File: src/rtl/ckdbl_pkg.sv
package ckdbl_pkg;
   typedef enum logic {
      SPD_NORMAL = 1'b0,
      SPD_DOUBLE = 1'b1
   } speed_e;

   function automatic speed_e effective_speed(input speed_e latched, input logic forced_slow);
      return (forced_slow) ? SPD_NORMAL : latched;
   endfunction
endpackage

File: src/rtl/ckdbl_mode_latch.sv
module ckdbl_mode_latch
   import ckdbl_pkg::*;
#(
   parameter int unsigned ADDR_W    = 8,
   parameter int unsigned DATA_W    = 8,
   parameter logic [ADDR_W-1:0] PORT_ADDR = 8'h85
) (
   input  logic              clk,
   input  logic              rst_n,
   input  logic              wr_en,
   input  logic [ADDR_W-1:0] addr,
   input  logic [DATA_W-1:0] data,
   output speed_e            mode_o
);
   logic hit;

   assign hit = wr_en && (addr == PORT_ADDR);

   always_ff @(posedge clk or negedge rst_n) begin
      if (!rst_n) begin
         mode_o <= SPD_NORMAL;
      end else if (hit) begin
         mode_o <= data[0] ? SPD_DOUBLE : SPD_NORMAL;
      end
   end
endmodule

File: src/rtl/ckdbl_sync.sv
module ckdbl_sync #(
   parameter int unsigned STAGES = 2
) (
   input  logic clk,
   input  logic rst_n,
   input  logic d,
   output logic q
);
   generate
      if (STAGES == 1) begin : g_single
         always_ff @(posedge clk or negedge rst_n) begin
            if (!rst_n) q <= 1'b0;
            else        q <= d;
         end
      end else begin : g_chain
         logic [STAGES-1:0] pipe;
         always_ff @(posedge clk or negedge rst_n) begin
            if (!rst_n) pipe <= '0;
            else        pipe <= {pipe[STAGES-2:0], d};
         end
         assign q = pipe[STAGES-1];
      end
   endgenerate
endmodule

File: src/rtl/ckdbl_divider.sv
module ckdbl_divider #(
   parameter int unsigned DIV_LOG2 = 2
) (
   input  logic                clk,
   input  logic                rst_n,
   output logic [DIV_LOG2-1:0] cnt_o
);
   always_ff @(posedge clk or negedge rst_n) begin
      if (!rst_n) cnt_o <= '0;
      else        cnt_o <= cnt_o + 1'b1;
   end
endmodule

File: src/rtl/ckdbl_cpu_sel.sv
module ckdbl_cpu_sel
   import ckdbl_pkg::*;
(
   input  logic   clk,
   input  logic   rst_n,
   input  speed_e want,
   input  logic   half_clk,
   output logic   cpu_clk_o,
   output logic   fast_o
);
   // Select flop updates on the falling reference edge, only while the
   // half-rate clock is low: both inputs of the gate are then low.
   always_ff @(negedge clk or negedge rst_n) begin
      if (!rst_n) begin
         fast_o <= 1'b0;
      end else if (!half_clk) begin
         fast_o <= (want == SPD_DOUBLE);
      end
   end

   assign cpu_clk_o = (clk & fast_o) | (half_clk & ~fast_o);
endmodule

File: src/rtl/cpuclk_switch.sv
module cpuclk_switch
   import ckdbl_pkg::*;
#(
   parameter int unsigned ADDR_W      = 8,
   parameter int unsigned DATA_W      = 8,
   parameter logic [ADDR_W-1:0] PORT_ADDR = 8'h85,
   parameter int unsigned SYNC_STAGES = 2,
   parameter int unsigned SYS_DIV_LOG2 = 2
) (
   input  logic              clk_ref,
   input  logic              rst_n,
   input  logic [ADDR_W-1:0] io_addr,
   input  logic [DATA_W-1:0] io_data,
   input  logic              io_wr,
   input  logic              slow_req,
   output logic              cpu_clk,
   output logic              sys_clk,
   output logic              fast_active
);
   localparam int unsigned SYS_MSB = SYS_DIV_LOG2 - 1;

   generate
      if (SYNC_STAGES < 1) begin : g_bad_sync
         $error("SYNC_STAGES must be at least 1");
      end
      if (SYS_DIV_LOG2 < 1) begin : g_bad_div
         $error("SYS_DIV_LOG2 must be at least 1");
      end
      if (DATA_W < 1) begin : g_bad_data
         $error("DATA_W must be at least 1");
      end
   endgenerate

   speed_e              mode_q;
   logic                ovr_s;
   logic [SYS_MSB:0]    div_cnt;
   logic                half_clk;
   speed_e              want;

   ckdbl_mode_latch #(
      .ADDR_W   (ADDR_W),
      .DATA_W   (DATA_W),
      .PORT_ADDR(PORT_ADDR)
   ) mode_i (
      .clk   (clk_ref),
      .rst_n (rst_n),
      .wr_en (io_wr),
      .addr  (io_addr),
      .data  (io_data),
      .mode_o(mode_q)
   );

   ckdbl_sync #(.STAGES(SYNC_STAGES)) sync_i (
      .clk  (clk_ref),
      .rst_n(rst_n),
      .d    (slow_req),
      .q    (ovr_s)
   );

   ckdbl_divider #(.DIV_LOG2(SYS_DIV_LOG2)) div_i (
      .clk  (clk_ref),
      .rst_n(rst_n),
      .cnt_o(div_cnt)
   );

   assign half_clk = div_cnt[0];
   assign sys_clk  = div_cnt[SYS_MSB];
   assign want     = effective_speed(mode_q, ovr_s);

   ckdbl_cpu_sel sel_i (
      .clk      (clk_ref),
      .rst_n    (rst_n),
      .want     (want),
      .half_clk (half_clk),
      .cpu_clk_o(cpu_clk),
      .fast_o   (fast_active)
   );
endmodule

File: config.mk
export PLATFORM = sky130hd
export DESIGN_NAME = cpuclk_switch
export DESIGN_NICKNAME = d
export VERILOG_FILES = /design/src/rtl/ckdbl_pkg.sv /design/src/rtl/ckdbl_mode_latch.sv /design/src/rtl/ckdbl_sync.sv /design/src/rtl/ckdbl_divider.sv /design/src/rtl/ckdbl_cpu_sel.sv /design/src/rtl/cpuclk_switch.sv
export SDC_FILE = /design/constraint.sdc
export NUM_CORES = 1
export LEC_CHECK = 0
export BUFFER_PORTS_ARGS = -buffer_cell sky130_fd_sc_hd__buf_2
export CORE_AREA = 2 2 39 41
export CTS_BUF_LIST = sky130_fd_sc_hd__clkbuf_8
export DETAILED_ROUTE_END_ITERATION = 10
export DIE_AREA = 0 0 41 43
export SLEW_MARGIN = 20
export SYNTH_ARGS = -nofsm -noshare
export SYNTH_HDL_FRONTEND = slang
export SYNTH_HIERARCHICAL = 1
export SYNTH_SLANG_ARGS = --single-unit
File: constraint.sdc
create_clock -name clk_ref -period 1.2 [get_ports clk_ref]
set_input_delay 0.12 -clock clk_ref [delete_from_list [all_inputs] [get_ports clk_ref]]
set_output_delay 0.12 -clock clk_ref [all_outputs]
set_load 0.02 [all_outputs]
==> qor.yml <==
synth_edf_count: 0
antenna_found_initial: 0
synth_top_area_frac: 0.521
outcome: "finished with violations"
overflow: 0
rrSetupSlack_ns: -0.26
start_util: 0.174
nets: 62
syn_area_per_cell_um2: 16.0
wl_met3_um: 110
yosysSeqAreaShare: 0.625
power_density_mw_per_mm2: 1720
tightest_slew_ns: 0.210
post_route_cells_drive_above_1_share: 0.683
first_iter_violations: 0
violations: "negative setup slack"
multiInputGateArea_um2: 93.8
drtAntennaViolNets: 0
syn-instance-count: 15
path_class: "reg -> out"
antennaDiodeCount: 0
ir_drop_mv: 0.912
top_layer: "met4"
first_pass_iters: 1
synth.area.top_cells: "dfrtp_1 52%, dfrtn_1 10%, mux2_1 9.4%, nor2b_4 5.7%, nor4_2 5.2%"
whs_ns: 0.0319
synthFlopType: "dfrtp_1"
port_buffers: 15
die_area_mm2: 0.00176
fill_cells: 136
placed_cells: 47
core_area_mm2: 0.00138
arrival_ns: 1.83
yosysMostFrequentCell: "dfrtp_1"
end_kind: "primary output"
drv_cap: 0
grt_max_degree: 7
cp_max_fo: 2
wire_per_inst_um: 9.32
die_y_um: 43
async_reset_ff_frac: 1.00
gp_congestion: 0.646
grt_pass1_wl_um: 814
viasPerCell: 3.93
hold_class: "in -> reg"
postLayoutSetupSlackWorst_ns: -0.751
rows: 14
met1_length_um: 155
vias: 224
required_ns: 1.08
wl_um: 531
wl_met2_um: 208
die_w_um: 41
synth-seq-cells: 6
seq_area_um2: 150
final-hold-violation-count: 0
cts_tree: "done"
insertion_delay_ns: 0.36
ys_warn_count: 6
synth_area_um2: 240
setup_violations: 3
dp_slack_ns: -0.400
worst_setup_hold_path_clk_slew_ns: 0.04
rsz0062_at_grt: "true"
synth_common_cells: "5 x dfrtp_1, 2 x mux2_1"
instances_no_fill: 57
drc: 0
startpoint_type: "register"
p_leak_nw: 0.247
yosys.area.top_type: "dfrtp_1"
yosysUniqueCellTypes: 10
grt_pass1_vias: 248
fin_setup_tns_ns: -1.54
syn-num-nets: 35
io_pins: 23
skew_ns: 0.0371
areaGrowthSynthToFinish_pct: 98.4
globalRouteTotalUtil: 0.0859
slew_violations: 0
max_slew_margin: 0.859
==> through the flow <==
stage | area, µm² | utilization | power [W]
floorplan | 244 | - | 0.000228
global placement | 347 | 0.250 | 0.000252
detailed placement | 347 | 0.250 | 0.000253
CTS | 477 | 0.344 | 0.000836
global route | 477 | 0.344 | 0.000878
finish | 477 | 0.344 | 0.000818
==> state kept, by name, summed over array words and instances, names as in the netlist <==
signal and cells:
div_i/cnt_o 2, mode_i/mode_o 1, sync_i/g_chain.pipe 2, sel_i/fast_o 1
==> final timing paths <==
| path | depth (start not counted) | startpoint | end |
|---|---|---|---|
| worst max-delay path | 2 | sel_i/fast_o$_DFFE_NN0N_ | cpu_clk |
| worst min-delay path | 2 | io_data[0] | mode_i/mode_o$_DFFE_PN0P_ |
| worst max register to register | 2 | mode_i/mode_o$_DFFE_PN0P_ | sel_i/fast_o$_DFFE_NN0N_ |
| worst min register to register | 0 | sync_i/g_chain.pipe[0]$_DFF_PN0_ | sync_i/g_chain.pipe[1]$_DFF_PN0_ |
| max in group asynchronous | 2 | rst_n | sel_i/fast_o$_DFFE_NN0N_ |
| min in group asynchronous | 2 | rst_n | div_i/cnt_o[1]$_DFF_PN0_ |
==> kinds of logic (layout without fill, tap and decap cells) <==
group                  count (synthesis)  count (layout)  share of synthesized area
AND/OR/NAND/NOR                        4               4                      0.182
multiplexers                           3               3                      0.141
XOR/XNOR                               1               1                     0.0365
buffers and inverters                  1              27                     0.0156
flip-flops                             6               6                      0.625
==> critical path, cell delays in order (launching register included) <==
cell     delay [ns]
dfrtn_1        0.42
mux2_4         0.32
buf_6          0.14
==> routing by layer <==
| metal | global-route usage | vias to the layer above |
|---|---|---|
| li1 | - | 103 |
| met1 | 0.0559 | 95 |
| met2 | 0.0969 | 20 |
| met3 | 0.0995 | 6 |
| met4 | 0.120 | 0 |
| met5 | 0 | - |
==> cells in the final DEF (no fill, tap or decap), drive strengths merged <==
cell,Yosys,final
clkbuf,0,6
inv,1,2
nor4,1,1
buf,0,17
dfrtn,1,1
mux2,3,3
xor2,1,1
or3b,1,1
dlygate4sd3,0,2
dfrtp,5,5
nor2b,1,1
nand4b,1,1
==> layout make-up <==
type                            count  share of cell area
Timing Repair Buffer               18               0.234
Sequential cell                     6               0.315
Inverter                            1             0.00787
Multi-Input combinational cell      8               0.197
Clock buffer                        7               0.197
Tap cell                           16              0.0420
Clock inverter                      1             0.00787
==> repair_timing <==
action | in CTS | in global routing
endpoints found under the setup margin | 3 | 3
cloned | 0 | 0
pin swaps | 0 | 0
hold buffers | 2 | 0
gates resized for setup | 5 | 0
setup buffers | 1 | 0
hold endpoints to repair | 6 | 0
==> where the power goes <==
group | switching (W) | internal [W] | total, W
registers | 0.00000311 | 0.000210 | 0.000213
logic | 0.0000127 | 0.0000263 | 0.0000390
clock network | 0.000130 | 0.000437 | 0.000567
total | 0.000146 | 0.000673 | 0.000818
Power figures use the tool's default switching activity.
